--- src/rtl/dma_preq_pkg.sv ---
package dma_preq_pkg;

   typedef enum logic {
      REQ_SINGLE = 1'b0,
      REQ_BURST  = 1'b1
   } req_kind_e;

   localparam int unsigned ACK_TYPE_W = 2;

   localparam logic [ACK_TYPE_W-1:0] ACK_SINGLE = 2'b00;
   localparam logic [ACK_TYPE_W-1:0] ACK_BURST  = 2'b01;
   localparam logic [ACK_TYPE_W-1:0] ACK_FLUSH  = 2'b10;

   // pending completion acknowledge
   typedef struct packed {
      logic armed;
      logic on_write;
      logic kind;
   } ack_slot_t;

endpackage

--- src/rtl/dma_preq_fifo.sv ---
module dma_preq_fifo #(
   parameter int unsigned DEPTH = 4,
   parameter int unsigned WIDTH = 1
) (
   input  logic             clk,
   input  logic             rst_n,
   input  logic             clr,
   input  logic             push,
   input  logic [WIDTH-1:0] push_data,
   input  logic             pop,
   output logic [WIDTH-1:0] head,
   output logic             empty,
   output logic             full
);

   localparam int unsigned AW       = (DEPTH > 1) ? $clog2(DEPTH) : 1;
   localparam int unsigned CW       = $clog2(DEPTH + 1);
   localparam bit          POW2     = ((DEPTH & (DEPTH - 1)) == 0);
   localparam logic [AW-1:0] LAST_IDX = AW'(DEPTH - 1);
   localparam logic [CW-1:0] FULL_CNT = CW'(DEPTH);

   initial begin
      if (DEPTH < 2)
         $fatal(1, "dma_preq_fifo: DEPTH must be at least 2");
      if (WIDTH < 1)
         $fatal(1, "dma_preq_fifo: WIDTH must be at least 1");
   end

   logic [WIDTH-1:0] mem [DEPTH];
   logic [AW-1:0]    wr_ptr, rd_ptr;
   logic [AW-1:0]    wr_nxt, rd_nxt;
   logic [CW-1:0]    count;
   logic             do_push, do_pop;

   assign empty   = (count == '0);
   assign full    = (count == FULL_CNT);
   assign do_push = push && !full;
   assign do_pop  = pop && !empty;
   assign head    = mem[rd_ptr];

   // pointer advance: free wrap for power-of-two depth, compare otherwise
   generate
      if (POW2) begin : g_wrap_free
         assign wr_nxt = wr_ptr + AW'(1);
         assign rd_nxt = rd_ptr + AW'(1);
      end else begin : g_wrap_cmp
         assign wr_nxt = (wr_ptr == LAST_IDX) ? '0 : wr_ptr + AW'(1);
         assign rd_nxt = (rd_ptr == LAST_IDX) ? '0 : rd_ptr + AW'(1);
      end
   endgenerate

   always_ff @(posedge clk) begin
      if (!rst_n || clr) begin
         wr_ptr <= '0;
         rd_ptr <= '0;
         count  <= '0;
      end else begin
         if (do_push) wr_ptr <= wr_nxt;
         if (do_pop)  rd_ptr <= rd_nxt;
         case ({do_push, do_pop})
            2'b10:   count <= count + CW'(1);
            2'b01:   count <= count - CW'(1);
            default: count <= count;
         endcase
      end
   end

   generate
      for (genvar i = 0; i < DEPTH; i++) begin : g_slot
         always_ff @(posedge clk) begin
            if (!rst_n)
               mem[i] <= '0;
            else if (do_push && wr_ptr == AW'(i))
               mem[i] <= push_data;
         end
      end
   endgenerate

endmodule

--- src/rtl/dma_preq_wfb.sv ---
module dma_preq_wfb
   import dma_preq_pkg::*;
(
   input  logic clk,
   input  logic rst_n,
   input  logic cmd_wfb,
   input  logic fifo_empty,
   input  logic head_kind,
   output logic pop,
   output logic wait_q,
   output logic halt
);

   logic release_now;

   // while waiting, the head is consumed every cycle it exists
   assign pop         = wait_q && !fifo_empty;
   assign release_now = pop && (head_kind == REQ_BURST);
   assign halt        = wait_q || cmd_wfb;

   always_ff @(posedge clk) begin
      if (!rst_n)
         wait_q <= 1'b0;
      else if (cmd_wfb && !wait_q)
         wait_q <= 1'b1;
      else if (release_now)
         wait_q <= 1'b0;
   end

endmodule

--- src/rtl/dma_preq_flush.sv ---
module dma_preq_flush (
   input  logic clk,
   input  logic rst_n,
   input  logic cmd_flush,
   input  logic flush_ack,
   output logic strobe_q,
   output logic block_q
);

   always_ff @(posedge clk) begin
      if (!rst_n) begin
         strobe_q <= 1'b0;
         block_q  <= 1'b0;
      end else begin
         strobe_q <= cmd_flush;
         if (cmd_flush)
            block_q <= 1'b1;
         else if (flush_ack)
            block_q <= 1'b0;
      end
   end

endmodule

--- src/rtl/dma_preq_ack.sv ---
module dma_preq_ack
   import dma_preq_pkg::*;
(
   input  logic                  clk,
   input  logic                  rst_n,
   input  logic                  arm_rd,
   input  logic                  arm_wr,
   input  logic                  arm_kind,
   input  logic                  disarm,
   input  logic                  rvalid,
   input  logic                  rlast,
   input  logic                  bvalid,
   input  logic                  flush_strobe,
   output logic                  ack_valid,
   output logic [ACK_TYPE_W-1:0] ack_type
);

   ack_slot_t slot;
   logic      done_seen;
   logic      fire;

   assign done_seen = slot.on_write ? bvalid : (rvalid && rlast);
   assign fire      = slot.armed && done_seen;

   always_ff @(posedge clk) begin
      if (!rst_n) begin
         slot <= '0;
      end else if (disarm) begin
         slot.armed <= 1'b0;
      end else if (arm_rd || arm_wr) begin
         slot.armed    <= 1'b1;
         slot.on_write <= arm_wr;
         slot.kind     <= arm_kind;
      end else if (fire) begin
         slot.armed <= 1'b0;
      end
   end

   always_comb begin
      ack_valid = fire || flush_strobe;
      if (flush_strobe)
         ack_type = ACK_FLUSH;
      else if (slot.kind == REQ_BURST)
         ack_type = ACK_BURST;
      else
         ack_type = ACK_SINGLE;
   end

endmodule

--- src/rtl/dma_preq_unit.sv ---
module dma_preq_unit
   import dma_preq_pkg::*;
#(
   parameter int unsigned REQ_DEPTH = 4
) (
   input  logic       clk,
   input  logic       rst_n,
   input  logic       preq_valid,
   input  logic       preq_kind,
   output logic       preq_ready,
   input  logic       cmd_wfb,
   input  logic       cmd_ld_ack,
   input  logic       cmd_st_ack,
   input  logic       cmd_kind,
   input  logic       cmd_flush,
   input  logic       rvalid,
   input  logic       rlast,
   input  logic       bvalid,
   input  logic       flush_ack,
   output logic       halt,
   output logic       fifo_empty,
   output logic       fifo_full,
   output logic       ack_valid,
   output logic [1:0] ack_type
);

   initial begin
      if (REQ_DEPTH < 2)
         $fatal(1, "dma_preq_unit: REQ_DEPTH must be at least 2");
      if (ACK_TYPE_W != 2)
         $fatal(1, "dma_preq_unit: acknowledge type must be 2 bits");
   end

   logic wfb_pop;
   logic wfb_active;
   logic head_kind;
   logic flush_strobe;
   logic flush_blocked;
   logic q_push;

   assign preq_ready = flush_blocked || !fifo_full;
   assign q_push     = preq_valid && !fifo_full && !flush_blocked;

   dma_preq_fifo #(
      .DEPTH (REQ_DEPTH),
      .WIDTH (1)
   ) u_fifo (
      .clk       (clk),
      .rst_n     (rst_n),
      .clr       (cmd_flush),
      .push      (q_push),
      .push_data (preq_kind),
      .pop       (wfb_pop),
      .head      (head_kind),
      .empty     (fifo_empty),
      .full      (fifo_full)
   );

   dma_preq_wfb u_wfb (
      .clk        (clk),
      .rst_n      (rst_n),
      .cmd_wfb    (cmd_wfb),
      .fifo_empty (fifo_empty),
      .head_kind  (head_kind),
      .pop        (wfb_pop),
      .wait_q     (wfb_active),
      .halt       (halt)
   );

   dma_preq_flush u_flush (
      .clk       (clk),
      .rst_n     (rst_n),
      .cmd_flush (cmd_flush),
      .flush_ack (flush_ack),
      .strobe_q  (flush_strobe),
      .block_q   (flush_blocked)
   );

   dma_preq_ack u_ack (
      .clk          (clk),
      .rst_n        (rst_n),
      .arm_rd       (cmd_ld_ack),
      .arm_wr       (cmd_st_ack),
      .arm_kind     (cmd_kind),
      .disarm       (cmd_flush),
      .rvalid       (rvalid),
      .rlast        (rlast),
      .bvalid       (bvalid),
      .flush_strobe (flush_strobe),
      .ack_valid    (ack_valid),
      .ack_type     (ack_type)
   );

endmodule

--- config.mk ---
export PLATFORM = sky130hd
export DESIGN_NAME = dma_preq_unit
export DESIGN_NICKNAME = d
export VERILOG_FILES = /design/src/rtl/dma_preq_pkg.sv /design/src/rtl/dma_preq_fifo.sv /design/src/rtl/dma_preq_wfb.sv /design/src/rtl/dma_preq_flush.sv /design/src/rtl/dma_preq_ack.sv /design/src/rtl/dma_preq_unit.sv
export SDC_FILE = /design/constraint.sdc
export NUM_CORES = 1
export LEC_CHECK = 0
export BUFFER_PORTS_ARGS = -buffer_cell sky130_fd_sc_hd__buf_4
export CAP_MARGIN = 20
export CORE_ASPECT_RATIO = 0.75
export CORE_MARGIN = 2
export CORE_UTILIZATION = 30
export CTS_CLUSTER_SIZE = 14
export DETAILED_ROUTE_END_ITERATION = 16
export PLACE_DENSITY = 0.54
export SLEW_MARGIN = 20
export SYNTH_ARGS = -nofsm -noshare
export SYNTH_HDL_FRONTEND = slang
export SYNTH_SLANG_ARGS = --single-unit
--- constraint.sdc ---
create_clock -name clk -period 2.1 [get_ports clk]
set_input_delay 0.105 -clock clk [delete_from_list [all_inputs] [get_ports clk]]
set_output_delay 0.105 -clock clk [all_outputs]
set_load 0.005 [all_outputs]
---- After elaboration in Yosys (flattened, before gate mapping) ----
Memory sizes are Yosys's and may differ from the RTL's. A register that Yosys moved wholly into a read port is not among the register bits.
Cells that the tools add are included.
word-level totals
  bits of input ports ..................... 13
  logic and storage cells ................. 86
  memories kept ........................... 1
  RAM bits ................................ 4
  output and inout port bits .............. 7
  flip-flop bits (word level) ............. 13
memories
  name        depth  width  read ports  clocked after memory_dff  wr ports  RTL line             RTL
  u_fifo.mem  4      1      1           1                         4         dma_preq_fifo.sv:29  logic [WIDTH-1:0] mem [DEPTH];
cells by class
  muxes and demuxes ....................... 29
  equal/unequal tests ..................... 6
  add/sub/neg operators ................... 4
  bitwise operators ....................... 6
  reduce and logical (&&, ||, !) cells .... 31
operator list
  cell                   count
  $mux W1                25
  $logic_and A1 B1 Y1    13
  $reduce_bool A2 Y1     4
  $eq A2 B2 Y1 const B   3
  $mux W2                3
  $pmux W3 S2            1
  $logic_not A1 Y1       5
  $logic_or A1 B1 Y1     5
  $add A2 B1 Y2 const B  2
  $eq A2 B1 Y1 const B   2
  $or A1 B1 Y1           4
  $add A3 B1 Y3 const B  1
  $eq A3 B3 Y1 const B   1
  $logic_not A3 Y1       1
  $sub A3 B1 Y3 const B  1
  $logic_not A2 Y1       1
  $not A1 Y1             2
  $reduce_and A2 Y1      1
  $reduce_or A2 Y1       1

---- Logic depth before layout (Yosys ltp) ----
Gate-level depths: netlist of the first run.
  depth in word-level cells ............... 10
  depth in mapped cells ................... 9
  mapped depth without buffers ............ 9

---- By module ----
Synthesis of the first run repeated with hierarchy kept, for this count alone.
unflattened totals
  cell total of the unflattened synthesis .. 101
  area, all modules ....................... 968.4 µm²
by module, submodules not included
  module          sequential area each (µm²)  cells an instance  instances  area each (µm²)
  dma_preq_fifo   290.3                       69                 1          671.9
  dma_preq_ack    60.1                        20                 1          156.4
  dma_preq_flush  40.0                        5                  1          67.6
  dma_preq_wfb    20.0                        5                  1          53.8
  dma_preq_unit   0.0                         2                  1          18.8

---- Worst setup path before layout of the first run ----
Ideal clock, no wire load.
  kind .................................... flip-flop to flip-flop
  from .................................... register u_fifo.count[2]
  to ...................................... register u_fifo.count[2]
  clock period less this slack ............ 2.111 ns
  path buffers ............................ 0
  required time ........................... 2.030 ns
  cell stages (with the launch flop) ...... 10
  library setup time ...................... 0.070 ns
  setup slack ............................. -0.011 ns
  arrival time ............................ 2.040 ns
  cells stage by stage .................... dfxtp_1 nor3b_4 nor2_2 inv_2 ha_1 inv_1 fa_1 xor2_1 or3_1 a21oi_1
between the ends
  word-level cells in the longest chain between the ends .. 7
  elaborated cells between the ends (all ways) .. 15
  classes of those cells .................. add/sub: 2; eq/ne: 3; mux: 1; reduce/logical: 9
RTL lines
  item                                               RTL line                                  RTL
  start: declaration                                 dma_preq_fifo.sv:32                       logic [CW-1:0] count;
  start signal: assignment                           dma_preq_fifo.sv:61                       2'b10: count <= count + CW'(1);
  start signal: assignment                           dma_preq_fifo.sv:62                       2'b01: count <= count - CW'(1);
  start signal: assignment                           dma_preq_fifo.sv:63                       default: count <= count;
  $eq A3 B3 Y1 (*)                                   dma_preq_fifo.sv:36                       assign full = (count == FULL_CNT);
  net fifo_full                                      dma_preq_unit.sv:22                       output logic fifo_full,
  $logic_not A1 Y1 (*)                               dma_preq_fifo.sv:37, dma_preq_unit.sv:42
  $logic_and A1 B1 Y1 (2 in a row)                   dma_preq_unit.sv:42                       assign q_push = preq_valid && !fifo_full && !flush_blocked;
  $logic_and A1 B1 Y1 (*)                            dma_preq_fifo.sv:37                       assign do_push = push && !full;
  $eq A2 B1 Y1 or $eq A2 B2 Y1 (tied branches)       dma_preq_fifo.sv:60                       case ({do_push, do_pop})
  $pmux W3 S2 or $reduce_bool A2 Y1 (tied branches)  -
Mark *: on every way through the listed nets, which the timed path passes. The rest lies on a longest branch.
A chain may end at the register's enable or synchronous reset.

---- Final worst setup path of the first run ----
  from .................................... register u_fifo.count[0]
  to ...................................... register u_fifo.count[2]
between the ends
  word-level cells in the longest chain between the ends .. 7
  elaborated cells between the ends (all ways) .. 15
  classes of those cells .................. add/sub: 2; eq/ne: 3; mux: 1; reduce/logical: 9
RTL lines
  item                                               RTL line
  $eq A3 B3 Y1                                       dma_preq_fifo.sv:36
  $logic_not A1 Y1                                   dma_preq_fifo.sv:37, dma_preq_unit.sv:42
  $logic_and A1 B1 Y1 (2 in a row)                   dma_preq_unit.sv:42
  $logic_and A1 B1 Y1                                dma_preq_fifo.sv:37
  $eq A2 B1 Y1 or $eq A2 B2 Y1 (tied branches)       dma_preq_fifo.sv:60
  $pmux W3 S2 or $reduce_bool A2 Y1 (tied branches)  -
Parallel ways exist; a longest one is shown, timed or not.

==> qor.csv, run 1 <==
metric;value;unit
status;completed;
finalSetupTns;0;ns
vias_per_cell;4.48;
gp_congestion;0.765;
synth_fp_nets;116;
area_growth;29.9;%
worst_ep_arrival_time;2.18;ns
crit_type;flip-flop to flip-flop;
crit_path_max_fanout;5;
holdPathStages;3;
synth_seq_cells;19;
hold_class;input pin to flip-flop;
period_share;95.1;%
p_leak;0.490;nW
synth_cell_type_count;32;
cts-root-buf;clkbuf_8;
rr_worst_depth;9;
place.port_buffers;19;
slew_viol_final;0;
ys.flop_type;dfxtp_1;
switching_power;175;uW
synthArstFlopShare;0;%
period_needed;2.00;ns
start_util;31.5;%
coreArea;2940;um^2
grt_overflow;0;
hold_viol;0;
antenna_found_initial;0;
vias;722;
clockBufferDepth;2;
cts_sinks;19;
die_w;68.1;um
fillers;321;
cts_tree;yes;
synth.top_cell.area_share;34.6;%
swShare;23.6;%
syn_inst;97;
netlist_area;925;um^2
pwr-share-seq;53.0;%
clkTransAtPathRegs;0.07;ns
required;2.28;ns
fin_area;1200;um^2
p_per_area;616;nW/um^2
synth_warnings;0;
dieHeight;52.1;um
yosysMostFrequentCell;dfxtp_1;
synth_area_leaders;dfxtp_1, edfxtp_1, ha_1;
cts_made_buffers;3;
drt-total-wl;1820;um
p_comb_share;12.6;%
ys_top_cells_by_count;dfxtp_1, inv_1, o21ai_0;
max_slew_margin;69.2;%
clock_latency;0.26;ns
rsz0062_at_grt;no;
grt_pass1_wl;2970;um
power_frac_clock;34.4;%
drt_iter0_markers;10;
placed_cell_area;1120;um^2
start_kind;flip-flop;
synth_edf_count;3;
ys_seq_area_share;44.4;%
vdd_ir_drop_max;295;uV
track_usage;11.8;%
antenna_left;0;
p_int;565;uW
setup.worst_path.end_class;flip-flop;
grt_start_max_net_pins;13;
route.detailed.drc;0;
rows;17;
dpl.hpwl;1410;um
max_freq;0.501;GHz
post-route-util;40.9;%
finalClockSkew;0.00474;ns
synth_area_leader_cell;dfxtp_1;
final_cells;161;
firstDrtPassIters;2;
syn-mean-instance-area;9.53;um^2
io_pins;20;
die_area;3550;um^2
maxCapViolCount;0;
wire_per_inst;11.3;um
worst_slew_pin_slew;0.456;ns
grt_pass1_vias;674;
drive_gt1_share;31.7;%
htree_levels;1;
diodes;0;
nNetsFinal;143;
setup_viol;0;
power.total;739;uW
dp_cells;154;
[stage by stage]
| step | setup slack [ns] | hold WS, ns |
|---|---|---|
| 2_1_floorplan | 0.00736 | 0.227 |
| 3_3_place_gp | 0.0894 | 0.344 |
| 4_1_cts | 0.0177 | 0.0781 |
| 3_5_place_dp | 0.0397 | 0.346 |
| 6_report | 0.103 | 0.0915 |
| 5_1_grt | 0.00580 | 0.0954 |
[cell type report]
type	instances	area [um^2]	share of cell area, %
clock buffer	3	41.3	3.44
inverter	10	37.5	3.13
sequential	19	419	34.9
tap	38	47.5	3.96
clock inverter	1	5.00	0.417
timing repair buffer	24	180	15.0
multi-input combinational	66	470	39.2
[worst max-delay path, cell delays in order (launching register included)]
cell and delay (ns):
dfxtp_4 0.37, nor3b_4 0.22, nor2_2 0.07, inv_2 0.06
ha_2 0.17, inv_1 0.06, fa_2 0.38, xor2_1 0.15
or3_1 0.31, a21oi_1 0.13
[what timing repair did]
action	CTS	global route
buffers inserted	0	3
setup endpoints to repair	0	1
hold buffers	0	0
resized for setup	0	5
[path summary, 6_finish.rpt]
| kind | from | endpoint | slack [ns] |
|---|---|---|---|
| worst min-delay path | cmd_ld_ack | u_ack.slot[2]$_SDFFE_PP0P_ | 0.09 |
| worst max register to register | u_fifo.count[0]$_SDFFE_PP0P_ | u_fifo.count[2]$_SDFFE_PP0P_ | 0.10 |
| worst min register to register | u_ack.slot[2]$_SDFFE_PP0P_ | u_ack.slot[2]$_SDFFE_PP0P_ | 0.47 |
| worst max-delay path | u_fifo.count[0]$_SDFFE_PP0P_ | u_fifo.count[2]$_SDFFE_PP0P_ | 0.10 |
[cell families (layout without fill, tap and decap cells)]
| kind of cell | after synthesis | in the layout | synth area share [%] |
|---|---|---|---|
| adder cells (fa/ha/maj) | 6 | 6 | 8.93 |
| flip-flops | 19 | 19 | 44.4 |
| AO/OA/AOI/OAI | 19 | 19 | 12.3 |
| multiplexers | 4 | 4 | 5.68 |
| AND/OR/NAND/NOR | 33 | 33 | 19.6 |
| buffers and inverters | 12 | 38 | 5.28 |
| XOR/XNOR | 4 | 4 | 3.79 |
[placed cells by master, fill, tap and decap left out, drive strengths merged, types with 2 or more instances in the layout]
cell type,netlist,routed
inv,10,10
clkbuf,1,3
nand2b,3,3
buf,1,24
dfxtp,16,16
ha,5,5
or3,2,2
edfxtp,3,3
nor3b,2,2
o21ai,9,9
a21oi,4,4
xor2,3,3
nor2b,4,4
nor3,4,4
nor2,7,7
mux2i,3,3
nand2,8,8
[power groups by stage]
stage | registers (mW) | logic, mW | clock network (mW)
finish | 0.392 | 0.0929 | 0.255
global route | 0.394 | 0.105 | 0.284
CTS | 0.394 | 0.0916 | 0.269
detailed placement | 0.403 | 0.0911 | 0
global placement | 0.402 | 0.0898 | 0
floorplan | 0.399 | 0.0514 | 0
[layer usage]
metal	routed length, um	GRT usage (%)	vias up	part of all wire, %
li1	-	-	375	-
met1	860	13.9	324	47
met2	797	18.3	19	44
met3	129	5.41	4	7.1
met4	27	5.00	0	1.5
met5	0	0	-	0
Power figures use the tool's default switching activity.
==> run 2, diff against run 1 <==
Settings changed: PLACE_DENSITY 0.54 to 0.56.
==> qor.csv, run 2 (synthesis results as in run 1) <==
metric;value;unit;change
slew_viol_final;0;;unchanged
cts-root-buf;clkbuf_8;;
setup_viol;0;;unchanged
power.total;735;uW;-0.64%
place.port_buffers;19;;unchanged
dp_cells;154;;unchanged
cts_hold_buffers;0;;unchanged
fillers;308;;-4.0%
grt_pass1_vias;688;;+2.1%
final_cells;158;;-1.9%
antenna_left;0;;unchanged
clock_latency;0.25;ns;about the same
dieHeight;52.1;um;unchanged
drt-total-wl;1810;um;-0.39%
grt_pass1_wl;3120;um;+5.1%
pre_cts_ws;0.0128;ns;-0.0269 ns
period_share;93.2;%;-1.9 points
mostFrequentLayoutCell;buf_4;;
firstDrtPassIters;3;;+1
holdWs;0.0908;ns;-0.000718 ns
p_leak;0.472;nW;-3.7%
clkTransAtPathRegs;0.07;ns;about the same
die_w;68.1;um;unchanged
drt_iter0_markers;19;;+9
finalSetupTns;0;ns;unchanged
vdd_ir_drop_max;249;uV;-16%
layout_common_cells;buf_4, dfxtp_1, inv_1, o21ai_0, nand2_1;;
vias_per_cell;4.44;;-0.92%
diodes;0;;unchanged
dpl.hpwl;1440;um;+2.6%
track_usage;12.2;%;+0.44 points
status;completed;;
vias;702;;-2.8%
coreArea;2940;um^2;unchanged
finalClockSkew;0.00442;ns;-0.000326 ns
antenna_found_initial;0;;unchanged
required;2.28;ns;about the same
gp_congestion;0.690;;-9.7%
start_util;31.5;%;unchanged
period_needed;1.96;ns;-0.0395 ns
route.detailed.drc;0;;unchanged
drive_gt1_share;29.2;%;-2.5 points
hold_viol;0;;unchanged
htree_levels;1;;unchanged
post-route-util;40.4;%;-0.55 points
cts_tree;yes;;
rsz0062_at_grt;no;;
cts_sinks;19;;unchanged
rows;17;;unchanged
area_growth;28.1;%;
nNetsFinal;140;;-2.1%
start_kind;flip-flop;;
grt_overflow;0;;unchanged
setup.worst_path.end_class;flip-flop;;
die_area;3550;um^2;unchanged
crit_type;flip-flop to flip-flop;;
placed_cell_area;1120;um^2;unchanged
cts_resized;1;;+1
max_freq;0.511;GHz;+2.0%
max_slew_margin;70.3;%;+1.2 points
crit_path_max_fanout;6;;+1
worst_slew_pin_slew;0.439;ns;-0.0171 ns
grt_start_max_net_pins;13;;unchanged
wire_per_inst;11.4;um;+1.5%
cts_made_buffers;3;;unchanged
setup_slack;0.142;ns;+0.0395 ns
clockBufferDepth;2;;unchanged
p_per_area;620;nW/um^2;+0.72%
fin_area;1180;um^2;-1.4%
worst_ep_arrival_time;2.14;ns;-0.04 ns
postCtsSetupBuffers;0;;unchanged
maxCapViolCount;0;;unchanged
hold_class;input pin to flip-flop;;
io_pins;20;;unchanged
run 2: layout make-up:
class / instances / area [um^2] / share of cell area [%]
sequential: 19 / 417 / 35.2
clock buffer: 4 / 45.0 / 3.80
inverter: 10 / 37.5 / 3.17
multi-input combinational: 66 / 480 / 40.5
timing repair buffer: 21 / 158 / 13.3
tap: 38 / 47.5 / 4.01
run 2: worst paths after layout:
kind / startpoint / endpoint / slack [ns] / depth (start not counted)
worst max-delay path: u_fifo.count[1]$_SDFFE_PP0P_ / u_fifo.count[2]$_SDFFE_PP0P_ / 0.14 / 9
worst min-delay path: cmd_ld_ack / u_ack.slot[2]$_SDFFE_PP0P_ / 0.09 / 3
worst max register to register: u_fifo.count[1]$_SDFFE_PP0P_ / u_fifo.count[2]$_SDFFE_PP0P_ / 0.14 / 9
worst min register to register: u_ack.slot[2]$_SDFFE_PP0P_ / u_ack.slot[2]$_SDFFE_PP0P_ / 0.47 / 2
run 2: report_power, final:
group	switching (mW)	internal [mW]
logic	0.0416	0.0509
clock network	0.114	0.135
registers	0.0108	0.383
total	0.166	0.568
run 2: metal layers:
layer	vias up	share of wire, %	track usage (%)
met5	-	0	0
met4	0	0.39	3.00
met3	2	6.5	4.98
met2	18	48	19.7
met1	312	45	15.1
li1	370	-	-
run 2: worst max-delay path, cell delays in order (launching register included):
cell	delay, ns
dfxtp_2	0.36
nor3b_4	0.23
nor2_2	0.07
inv_2	0.07
ha_4	0.13
inv_1	0.05
fa_2	0.38
xor2_1	0.15
or3_1	0.31
a21oi_1	0.13
